<file path="src/rtl/dsg_pkg.sv">
package dsg_pkg;

  // Command codes presented on cmd_i by the instruction decoder.
  typedef enum logic [3:0] {
    CMD_NOP     = 4'd0,
    CMD_SET_P   = 4'd1,
    CMD_SET_X   = 4'd2,
    CMD_WRITE_N = 4'd3,
    CMD_INC_N   = 4'd4,
    CMD_DEC_N   = 4'd5,
    CMD_INC_X   = 4'd6,
    CMD_DEC_X   = 4'd7,
    CMD_FETCH   = 4'd8,
    CMD_RESTORE = 4'd9,
    CMD_IE_SET  = 4'd10,
    CMD_IE_CLR  = 4'd11
  } dsg_cmd_e;

  // Number of read ports on the bank: P, X, N and the modify operand.
  localparam int DSG_NRD = 4;
  localparam int RD_P    = 0;
  localparam int RD_X    = 1;
  localparam int RD_N    = 2;
  localparam int RD_MOD  = 3;

endpackage

</file>
<file path="src/rtl/dsg_incdec.sv">
module dsg_incdec #(
  parameter int W = 16
) (
  input  logic [W-1:0] a_i,
  input  logic         dec_i,
  output logic [W-1:0] y_o
);

  localparam logic [W-1:0] ONE = {{(W-1){1'b0}}, 1'b1};

  // Carry beyond W is dropped, so both directions wrap modulo 2^W.
  always_comb begin
    if (dec_i) y_o = a_i - ONE;
    else       y_o = a_i + ONE;
  end

endmodule

</file>
<file path="src/rtl/dsg_bank.sv">
module dsg_bank #(
  parameter int DW   = 16,
  parameter int NREG = 16,
  parameter int NRD  = 4,
  localparam int AW  = $clog2(NREG)
) (
  input  logic                     clk,
  input  logic                     rst_n,
  input  logic                     we_i,
  input  logic [AW-1:0]            wsel_i,
  input  logic [DW-1:0]            wdata_i,
  input  logic [NRD-1:0][AW-1:0]   rsel_i,
  output logic [NRD-1:0][DW-1:0]   rdata_o
);

  logic [DW-1:0] regs [NREG];

  // One storage word per register, each with its own write enable.
  for (genvar i = 0; i < NREG; i++) begin : g_reg
    logic          hit;
    logic [DW-1:0] q;

    assign hit = we_i && (wsel_i == AW'(i));

    always_ff @(posedge clk or negedge rst_n) begin
      if (!rst_n)   q <= '0;
      else if (hit) q <= wdata_i;
    end

    assign regs[i] = q;
  end

  // Independent combinational read ports.
  for (genvar j = 0; j < NRD; j++) begin : g_rd
    assign rdata_o[j] = regs[rsel_i[j]];
  end

endmodule

</file>
<file path="src/rtl/dsg_ctrl.sv">
module dsg_ctrl
  import dsg_pkg::*;
#(
  parameter int AW    = 4,
  parameter int IRQ_P = 1,
  parameter int IRQ_X = 2
) (
  input  logic            clk,
  input  logic            rst_n,
  input  logic [3:0]      cmd_i,
  input  logic [AW-1:0]   n_i,
  input  logic [2*AW-1:0] byte_i,
  input  logic            irq_i,
  output logic [AW-1:0]   p_o,
  output logic [AW-1:0]   x_o,
  output logic [2*AW-1:0] t_o,
  output logic            ie_o,
  output logic            irq_taken_o,
  output logic            wr_en_o,
  output logic [AW-1:0]   wr_sel_o,
  output logic            wr_dec_o,
  output logic            wr_load_o
);

  localparam logic [AW-1:0] P_IRQ = AW'(IRQ_P);
  localparam logic [AW-1:0] X_IRQ = AW'(IRQ_X);

  logic [AW-1:0]   p_q, p_d, x_q, x_d;
  logic [2*AW-1:0] t_q, t_d;
  logic            ie_q, ie_d;
  logic            des_we, t_we, ie_we;
  logic            take;

  assign take = irq_i && ie_q;

  // Next-state logic for designators, T, enable flag and bank write controls.
  always_comb begin
    p_d       = p_q;
    x_d       = x_q;
    t_d       = t_q;
    ie_d      = ie_q;
    des_we    = 1'b0;
    t_we      = 1'b0;
    ie_we     = 1'b0;
    wr_en_o   = 1'b0;
    wr_sel_o  = n_i;
    wr_dec_o  = 1'b0;
    wr_load_o = 1'b0;
    if (take) begin
      t_d    = {x_q, p_q};
      p_d    = P_IRQ;
      x_d    = X_IRQ;
      ie_d   = 1'b0;
      des_we = 1'b1;
      t_we   = 1'b1;
      ie_we  = 1'b1;
    end else begin
      case (cmd_i)
        CMD_SET_P: begin
          p_d    = n_i;
          des_we = 1'b1;
        end
        CMD_SET_X: begin
          x_d    = n_i;
          des_we = 1'b1;
        end
        CMD_WRITE_N: begin
          wr_en_o   = 1'b1;
          wr_load_o = 1'b1;
        end
        CMD_INC_N: wr_en_o = 1'b1;
        CMD_DEC_N: begin
          wr_en_o  = 1'b1;
          wr_dec_o = 1'b1;
        end
        CMD_INC_X: begin
          wr_en_o  = 1'b1;
          wr_sel_o = x_q;
        end
        CMD_DEC_X: begin
          wr_en_o  = 1'b1;
          wr_sel_o = x_q;
          wr_dec_o = 1'b1;
        end
        CMD_FETCH: begin
          wr_en_o  = 1'b1;
          wr_sel_o = p_q;
        end
        CMD_RESTORE: begin
          x_d    = byte_i[2*AW-1:AW];
          p_d    = byte_i[AW-1:0];
          des_we = 1'b1;
        end
        CMD_IE_SET: begin
          ie_d  = 1'b1;
          ie_we = 1'b1;
        end
        CMD_IE_CLR: begin
          ie_d  = 1'b0;
          ie_we = 1'b1;
        end
        default: ;
      endcase
    end
  end

  // State registers with explicit enables.
  always_ff @(posedge clk or negedge rst_n) begin
    if (!rst_n) begin
      p_q  <= '0;
      x_q  <= '0;
      t_q  <= '0;
      ie_q <= 1'b1;
    end else begin
      if (des_we) begin
        p_q <= p_d;
        x_q <= x_d;
      end
      if (t_we)  t_q  <= t_d;
      if (ie_we) ie_q <= ie_d;
    end
  end

  assign p_o         = p_q;
  assign x_o         = x_q;
  assign t_o         = t_q;
  assign ie_o        = ie_q;
  assign irq_taken_o = take;

endmodule

</file>
<file path="src/rtl/dsg_regbank.sv">
module dsg_regbank
  import dsg_pkg::*;
#(
  parameter int  DW    = 16,
  parameter int  NREG  = 16,
  parameter int  IRQ_P = 1,
  parameter int  IRQ_X = 2,
  localparam int AW    = $clog2(NREG)
) (
  input  logic            clk,
  input  logic            rst_n,
  input  logic [3:0]      cmd_i,
  input  logic [AW-1:0]   n_i,
  input  logic [DW-1:0]   wdata_i,
  input  logic            irq_i,
  output logic [DW-1:0]   rp_o,
  output logic [DW-1:0]   rx_o,
  output logic [DW-1:0]   rn_o,
  output logic [AW-1:0]   p_o,
  output logic [AW-1:0]   x_o,
  output logic [2*AW-1:0] t_o,
  output logic            ie_o,
  output logic            irq_taken_o
);

  logic                        wr_en, wr_dec, wr_load;
  logic [AW-1:0]               wr_sel;
  logic [DW-1:0]               wr_data, step_val;
  logic [DSG_NRD-1:0][AW-1:0]  rsel;
  logic [DSG_NRD-1:0][DW-1:0]  rdata;

  dsg_ctrl #(
    .AW    (AW),
    .IRQ_P (IRQ_P),
    .IRQ_X (IRQ_X)
  ) u_ctrl (
    .clk         (clk),
    .rst_n       (rst_n),
    .cmd_i       (cmd_i),
    .n_i         (n_i),
    .byte_i      (wdata_i[2*AW-1:0]),
    .irq_i       (irq_i),
    .p_o         (p_o),
    .x_o         (x_o),
    .t_o         (t_o),
    .ie_o        (ie_o),
    .irq_taken_o (irq_taken_o),
    .wr_en_o     (wr_en),
    .wr_sel_o    (wr_sel),
    .wr_dec_o    (wr_dec),
    .wr_load_o   (wr_load)
  );

  assign rsel[RD_P]   = p_o;
  assign rsel[RD_X]   = x_o;
  assign rsel[RD_N]   = n_i;
  assign rsel[RD_MOD] = wr_sel;

  dsg_bank #(
    .DW   (DW),
    .NREG (NREG),
    .NRD  (DSG_NRD)
  ) u_bank (
    .clk     (clk),
    .rst_n   (rst_n),
    .we_i    (wr_en),
    .wsel_i  (wr_sel),
    .wdata_i (wr_data),
    .rsel_i  (rsel),
    .rdata_o (rdata)
  );

  dsg_incdec #(
    .W (DW)
  ) u_step (
    .a_i   (rdata[RD_MOD]),
    .dec_i (wr_dec),
    .y_o   (step_val)
  );

  assign wr_data = wr_load ? wdata_i : step_val;

  assign rp_o = rdata[RD_P];
  assign rx_o = rdata[RD_X];
  assign rn_o = rdata[RD_N];

endmodule

</file>
<file path="config.mk">
export PLATFORM = sky130hd
export DESIGN_NAME = dsg_regbank
export DESIGN_NICKNAME = d
export VERILOG_FILES = /design/src/rtl/dsg_pkg.sv /design/src/rtl/dsg_incdec.sv /design/src/rtl/dsg_bank.sv /design/src/rtl/dsg_ctrl.sv /design/src/rtl/dsg_regbank.sv
export SDC_FILE = /design/constraint.sdc
export NUM_CORES = 1
export LEC_CHECK = 0
export BUFFER_PORTS_ARGS = -buffer_cell sky130_fd_sc_hd__buf_2
export CAP_MARGIN = 30
export CORE_ASPECT_RATIO = 1.25
export CORE_MARGIN = 2
export CORE_UTILIZATION = 50
export DETAILED_ROUTE_END_ITERATION = 12
export PLACE_DENSITY = 0.67
export SETUP_SLACK_MARGIN = 0.15
export SLEW_MARGIN = 10
export SYNTH_ARGS = -nofsm -noshare
export SYNTH_HDL_FRONTEND = slang
export SYNTH_SLANG_ARGS = --single-unit
</file>
<file path="constraint.sdc">
create_clock -name clk -period 10.1 [get_ports clk]
set_input_delay 0.505 -clock clk [delete_from_list [all_inputs] [get_ports clk]]
set_output_delay 0.505 -clock clk [all_outputs]
set_load 0.05 [all_outputs]
</file>
==> flow_metrics.tcl, run 1 <==
set metrics [dict create \
    die_area_um2 39600 \
    syn-mean-instance-area_um2 10.05 \
    synth_top_cell_by_area "dfrtp_1" \
    finClkSkew_ns 0.02159 \
    cp_max_fo 65 \
    finalCriticalPeriod_ns 6.691 \
    antenna_cells 0 \
    port_buffers 92 \
    p_switching_mw 3.101 \
    clk-insertion-delay-late_ns 0.58 \
    vdd_drop_max_mv 0.1874 \
    fin_cells 2393 \
    holdWs_ns 0.03959 \
    vias 16370 \
    post-cts-setup-buffers 0 \
    grt-ovfl-total 0 \
    max_freq_ghz 0.1495 \
    drive_gt1_frac 0.2344 \
    ys_seq_elements 273 \
    synth_cell_types 64 \
    swShare 0.4581 \
    grt_pass1_wl_um 96340 \
    synth_edf_count 0 \
    fin_tns_setup_ns 0 \
    ant_nets 0 \
    timing.final.ws_setup_ns 3.409 \
    wl_per_cell_um 26.41 \
    slew_viol_final 0 \
    initial_core_util 0.5088 \
    tightest_slew_ns 1.081 \
    p_leak_nw 8.771 \
    holdBufCountCts 0 \
    ioPinCount 93 \
    nets 1931 \
    drt_iter0_drc 2029 \
    cts.path.max_buffers 3 \
    coreArea_um2 37360 \
    rows 79 \
    crit_path_end_kind "flop" \
    synth_nets 1934 \
    cts-resized-gates 0 \
    ys_seq_area_frac 0.3594 \
    yosys-top-cells-area "dfrtp_1, mux4_2, nand2_1" \
    fp.dieH_um 222 \
    slew_headroom 0.2794 \
    routed_wl_um 63200 \
    power.density_nw_per_um2 326.1 \
    critPathRequiredTime_ns 10.52 \
    cts_root_buf "clkbuf_16" \
    synth_top_cell_area_share 0.3581 \
    cts.htree.levels 1 \
    clkTransAtPathRegs_ns 0.06 \
    async_reset_ff_frac 1.000 \
    die_w_um 178.4 \
    pwr-share-comb 0.517 \
    hp-class "primary input to async pin" \
    layout_commonest_cell "nand2_1" \
    ys.flop_type "dfrtp_1" \
    cts_tree "built" \
    rsz0062_at_grt "false" \
    gp_congestion 0.8839 \
    finalHoldViolCount 0 \
    via_per_inst 6.840 \
    num-fill-cells 3260 \
    layout_common_cells "nand2_1, dfrtp_1, o21ai_0, mux4_2, buf_2" \
    cap_viol_max_count 0 \
    setup-violations-final 0 \
    synth_area_um2 19010 \
    post-place-ws_ns 2.818 \
    cp-start-kind "flop" \
    first_global_vias 15780 \
    netlist_instances 1892 \
    pwr-share-clk 0.150 \
    cts.sinks 273 \
    gr-usage-all-layers 0.3233 \
    yosys_warnings 0 \
    period_share 0.6624 \
    p_int_mw 3.668 \
    crit_type "flop to flop" \
    dp.cells 2341 \
    cts-buffers-inserted 29 \
    cp_data_arrival_time_ns 7.11 \
    seq_power_share 0.333 \
    status "complete, no violations" \
    grt_max_degree 152 \
    drc 0 \
    antenna_found_initial 0 \
    syn2layout_area_growth_pct 9.202 \
    dpl.hpwl_um 38340 \
    first_pass_iters 6 \
]
-- layout make-up --
cell class	count	area, um^2	share of cell area
multi-input combinational	1428	11440	0.5513
tap	486	608.1	0.02929
clock buffer	44	842.1	0.04056
sequential	273	6850	0.3300
inverter	12	45.04	0.002170
clock inverter	5	30.03	0.001447
timing repair buffer	145	938.4	0.04521
-- critical path, stage by stage, from the launching register on --
cell      delay [ns]
dfstp_2         0.37
nand2_1         0.49
o21a_1          0.63
mux2i_4         0.79
buf_4           0.48
buf_16          0.30
nand2_1         0.10
and3_1          0.19
a31oi_1         0.14
o22ai_1         0.10
nor2_1          0.36
ha_1            0.37
or3_1           0.32
o21ai_0         0.11
a211oi_1        0.13
or3_1           0.38
a21oi_1         0.18
xnor2_1         0.08
mux2i_1         0.56
buf_4           0.27
o21ai_0         0.09
-- routing by layer --
layer / vias up / GRT usage / wire [um]
met5: - / 0 / 0
met4: 0 / 0.1731 / 3897
met3: 222 / 0.07425 / 6782
met2: 1041 / 0.4930 / 28830
met1: 8099 / 0.4309 / 23700
li1: 7007 / - / -
-- Yosys cell counts (7+ instances only) --
| cell type | number |
|---|---|
| a211oi_1 | 11 |
| nor2_1 | 32 |
| nand3_1 | 7 |
| a31oi_1 | 59 |
| a22oi_1 | 9 |
| mux4_2 | 239 |
| dfrtp_1 | 272 |
| o21ai_0 | 244 |
| and3_1 | 61 |
| a21oi_1 | 26 |
| ha_1 | 14 |
| mux2i_1 | 26 |
| inv_1 | 11 |
| clkbuf_1 | 117 |
| or3_1 | 7 |
| nand2_1 | 542 |
| o21ai_1 | 34 |
| o22ai_1 | 28 |
| a21o_1 | 9 |
| buf_1 | 46 |
| nor3_1 | 11 |
-- power by group through the flow --
stage | sequential (mW) | combinational [mW] | clock [mW]
2_1_floorplan | 2.08 | 2.63 | 0
3_3_place_gp | 2.19 | 3.41 | 0
3_5_place_dp | 2.24 | 3.47 | 0
6_report | 2.25 | 3.50 | 1.02
4_1_cts | 2.22 | 3.48 | 1.03
5_1_grt | 2.33 | 3.72 | 1.07
-- final timing paths --
kind | startpoint | to | slack [ns] | cells after the start
min reg2reg | u_ctrl.t_o[3]$_DFFE_PN0P_ | u_ctrl.t_o[3]$_DFFE_PN0P_ | 0.47 | 2
max | u_ctrl.ie_o$_DFFE_PN1P_ | u_bank.g_reg[3].q[12]$_DFFE_PN0P_ | 3.41 | 20
min | rst_n | u_bank.g_reg[6].q[1]$_DFFE_PN0P_ | 0.04 | 1
min in group clk | cmd_i[0] | u_ctrl.ie_o$_DFFE_PN1P_ | 0.22 | 2
max in group asynchronous | rst_n | u_ctrl.t_o[5]$_DFFE_PN0P_ | 8.65 | 2
max reg2reg | u_ctrl.ie_o$_DFFE_PN1P_ | u_bank.g_reg[3].q[12]$_DFFE_PN0P_ | 3.41 | 20
-- logic make-up after synthesis --
kind of cell             synth area share
AND/OR/NAND/NOR                    0.1542
AO/OA/AOI/OAI                      0.1337
flip-flops                         0.3594
multiplexers                       0.2988
buffers and inverters             0.04041
adder cells (fa/ha/maj)           0.01027
XOR/XNOR                         0.003225
-- stage by stage --
step                cell area (um^2)  total power [mW]  utilization
floorplan                      19010             4.713            -
global placement               19780             5.593       0.5294
detailed placement             19820             5.709       0.5306
CTS                            20700             6.730       0.5539
global route                   20760             7.123       0.5556
finish                         20760             6.769       0.5556
-- flip-flops by register name (all words and copies together), names as in the netlist --
name         count
u_ctrl.p_o       4
u_bank.g.q     256
u_ctrl.x_o       4
u_ctrl.t_o       8
u_ctrl.ie_o      1
(Power assumes the default switching activity.)
==> inputs of run 2 (changes only) <==
==> constraint.sdc (replaced) <==
create_clock -name clk -period 6.63 [get_ports clk]
set_input_delay 0.3315 -clock clk [delete_from_list [all_inputs] [get_ports clk]]
set_output_delay 0.3315 -clock clk [all_outputs]
set_load 0.05 [all_outputs]
==> run 2 against run 1 <==
Hold slack lost 0.017 ns. Critical path type unchanged. Setup slack lost 2.3 ns. Die area is the same. Critical path depth is the same. Non-clock buffer count grew 11. Combinational power grew 55%. Largest power group unchanged. Sequential power grew 51%. Largest cell class unchanged. Clock skew grew 0.0066 ns.
==> flow_metrics.tcl, run 2 (synthesis gave the netlist of run 1 again) <==
set metrics [dict create \
    dpl.hpwl_um 40100 \
    ioPinCount 93 \
    die_area_um2 39600 \
    drc 0 \
    layout_commonest_cell "nand2_1" \
    rsz0062_at_grt "false" \
    critPathMaxStageDelay_ns 0.54 \
    hp-class "primary input to flop" \
    power.density_nw_per_um2 504.5 \
    cts.path.max_buffers 3 \
    port_buffers 92 \
    finClkSkew_ns 0.02819 \
    status "complete, no violations" \
    vias 16380 \
    cts-buffers-inserted 30 \
    cts_root_buf "clkbuf_16" \
    drt_iter0_drc 2191 \
    syn2layout_area_growth_pct 10.85 \
    cp-start-kind "flop" \
    holdBufCountCts 1 \
    fin_tns_setup_ns 0 \
    swShare 0.4498 \
    cp_max_fo 17 \
    p_switching_mw 4.782 \
    gp_congestion 0.9160 \
    crit_type "flop to flop" \
    routed_wl_um 64020 \
    p_leak_nw 8.926 \
    clk-insertion-delay-late_ns 0.59 \
    reg2reg_depth 20 \
    die_w_um 178.4 \
    antenna_cells 0 \
    final_area_um2 21070 \
    period_share 0.8371 \
    regArea_um2 6850 \
    num-fill-cells 3226 \
    reg2reg_slack_ns 1.08 \
    timing.critical_path.mode_cell "o21ai_0" \
    rows 79 \
    cts.sinks 273 \
    cp_slowest_cell "dfstp_2" \
    cap_viol_max_count 0 \
    pwr-share-comb 0.511 \
    nets 1943 \
    grt_pass1_wl_um 98350 \
    slew_viol_final 0 \
    finalHoldViolCount 0 \
    wl_per_cell_um 26.58 \
    via_per_inst 6.800 \
    max_freq_ghz 0.1802 \
    tightest_slew_ns 1.012 \
    cts-resized-gates 0 \
    hold-path-endpoint "u_ctrl.ie_o$_DFFE_PN1P_" \
    pwr-share-clk 0.169 \
    first_global_vias 16010 \
    cp_cell_sequence "nand2_1, buf_4, o21ai_1, or3_1, and2_1, o22ai_1, nor2_1, inv_1, fa_1, nor2b_1, o21ai_0, a21oi_1, o21ai_0, a211oi_1, nor3_1, o41ai_1, xor2_1, mux2i_1, buf_4, o21ai_0" \
    worstReg2RegEnd "u_bank.g_reg[9].q[14]$_DFFE_PN0P_" \
    clkTransAtPathRegs_ns 0.07 \
    coreArea_um2 37360 \
    slew_headroom 0.3251 \
    p_int_mw 5.849 \
    cts.htree.levels 1 \
    hold_start "cmd_i[0]" \
    seq_power_share 0.320 \
    initial_core_util 0.5088 \
    placedInstanceArea_um2 19950 \
    hold_depth 2 \
    grt-ovfl-total 0 \
    cts_tree "built" \
    largest_reg_flops 256 \
    ant_nets 0 \
    antenna_found_initial 1 \
    post-cts-setup-buffers 0 \
    multi_input_area_um2 11440 \
    grt_max_degree 163 \
    holdWs_ns 0.02213 \
    layout_common_cells "nand2_1, dfrtp_1, o21ai_0, mux4_2, buf_2" \
    top_register "u_bank.g.q" \
    gr-usage-all-layers 0.3302 \
    cp_data_arrival_time_ns 5.98 \
    reg2reg_from "u_ctrl.ie_o$_DFFE_PN1P_" \
    setup-violations-final 0 \
    vdd_drop_max_mv 0.3344 \
    fp.dieH_um 222 \
    drive_gt1_frac 0.2413 \
    finalCriticalPeriod_ns 5.550 \
    first_pass_iters 6 \
    critPathRequiredTime_ns 7.06 \
    crit_path_end_kind "flop" \
]
## run 2: cell count changes in the layout (fill, tap and decap cells not counted)
cell	before	now
clkinv_4	0	1
buf_8	1	3
clkbuf_8	6	4
clkinvlp_4	2	3
clkbuf_16	29	31
bufinv_16	0	5
clkbuf_1	9	7
buf_4	51	57
buf_12	2	3
dlygate4sd3_1	0	1
buf_16	2	3
## run 2: area by class of cell
cell class	instances	share of cell area
timing repair buffer	156	0.05083
tap	486	0.02886
sequential	273	0.3251
inverter	12	0.002138
clock inverter	12	0.009322
multi-input combinational	1428	0.5431
clock buffer	42	0.04067
## run 2: power groups by stage
stage	Sequential (mW)	Clock (mW)	Combinational [mW]
global placement	3.31	0	5.25
global route	3.51	1.88	5.80
CTS	3.36	1.81	5.40
finish	3.40	1.79	5.44
detailed placement	3.37	0	5.38
floorplan	3.17	0	4.01
## run 2: metal layers
| metal | share of wire | global-route usage | up-vias | wire, um |
|---|---|---|---|---|
| met3 | 0.11 | 0.06224 | 199 | 6833 |
| li1 | - | - | 7039 | - |
| met2 | 0.47 | 0.5151 | 1028 | 30070 |
| met1 | 0.37 | 0.4493 | 8114 | 23790 |
| met5 | 0.00027 | 0 | - | 17 |
| met4 | 0.052 | 0.1511 | 2 | 3311 |
## run 2: through the flow
step	setup WS (ns)	total power, mW	utilization	instances
floorplan	1.329	7.179	-	1892
global placement	0.8824	8.562	0.5323	2348
detailed placement	0.6954	8.747	0.5340	2351
CTS	1.153	10.57	0.5625	2406
global route	0.8053	11.18	0.5640	2409
finish	1.080	10.63	0.5640	2409
## run 2: how the worst max path moves through the flow
stage	slack, ns	end	depth (start not counted)	from
after floorplan	1.33	u_bank.g_reg[10].q[14]$_DFFE_PN0P_	24	u_ctrl.ie_o$_DFFE_PN1P_
after global placement	0.88	u_bank.g_reg[11].q[14]$_DFFE_PN0P_	22	cmd_i[3]
after detailed placement	0.70	u_bank.g_reg[6].q[14]$_DFFE_PN0P_	22	cmd_i[3]
after CTS	1.15	u_bank.g_reg[6].q[14]$_DFFE_PN0P_	22	u_ctrl.ie_o$_DFFE_PN1P_
after global routing	0.81	u_bank.g_reg[9].q[14]$_DFFE_PN0P_	22	u_ctrl.ie_o$_DFFE_PN1P_
final	1.08	u_bank.g_reg[9].q[14]$_DFFE_PN0P_	20	u_ctrl.ie_o$_DFFE_PN1P_
## run 2: worst max-delay path: cells and delay by family, from the launching register on
family | cells | cell delay [ns]
adders and majority gates | 1 | 0.42
buffers and inverters | 3 | 0.53
xor gates and xnor gates | 1 | 0.12
muxes | 1 | 0.15
DFF | 1 | 0.54
and+or+nand+nor | 6 | 1.46
AOI/OAI and AO/OA | 8 | 2.15
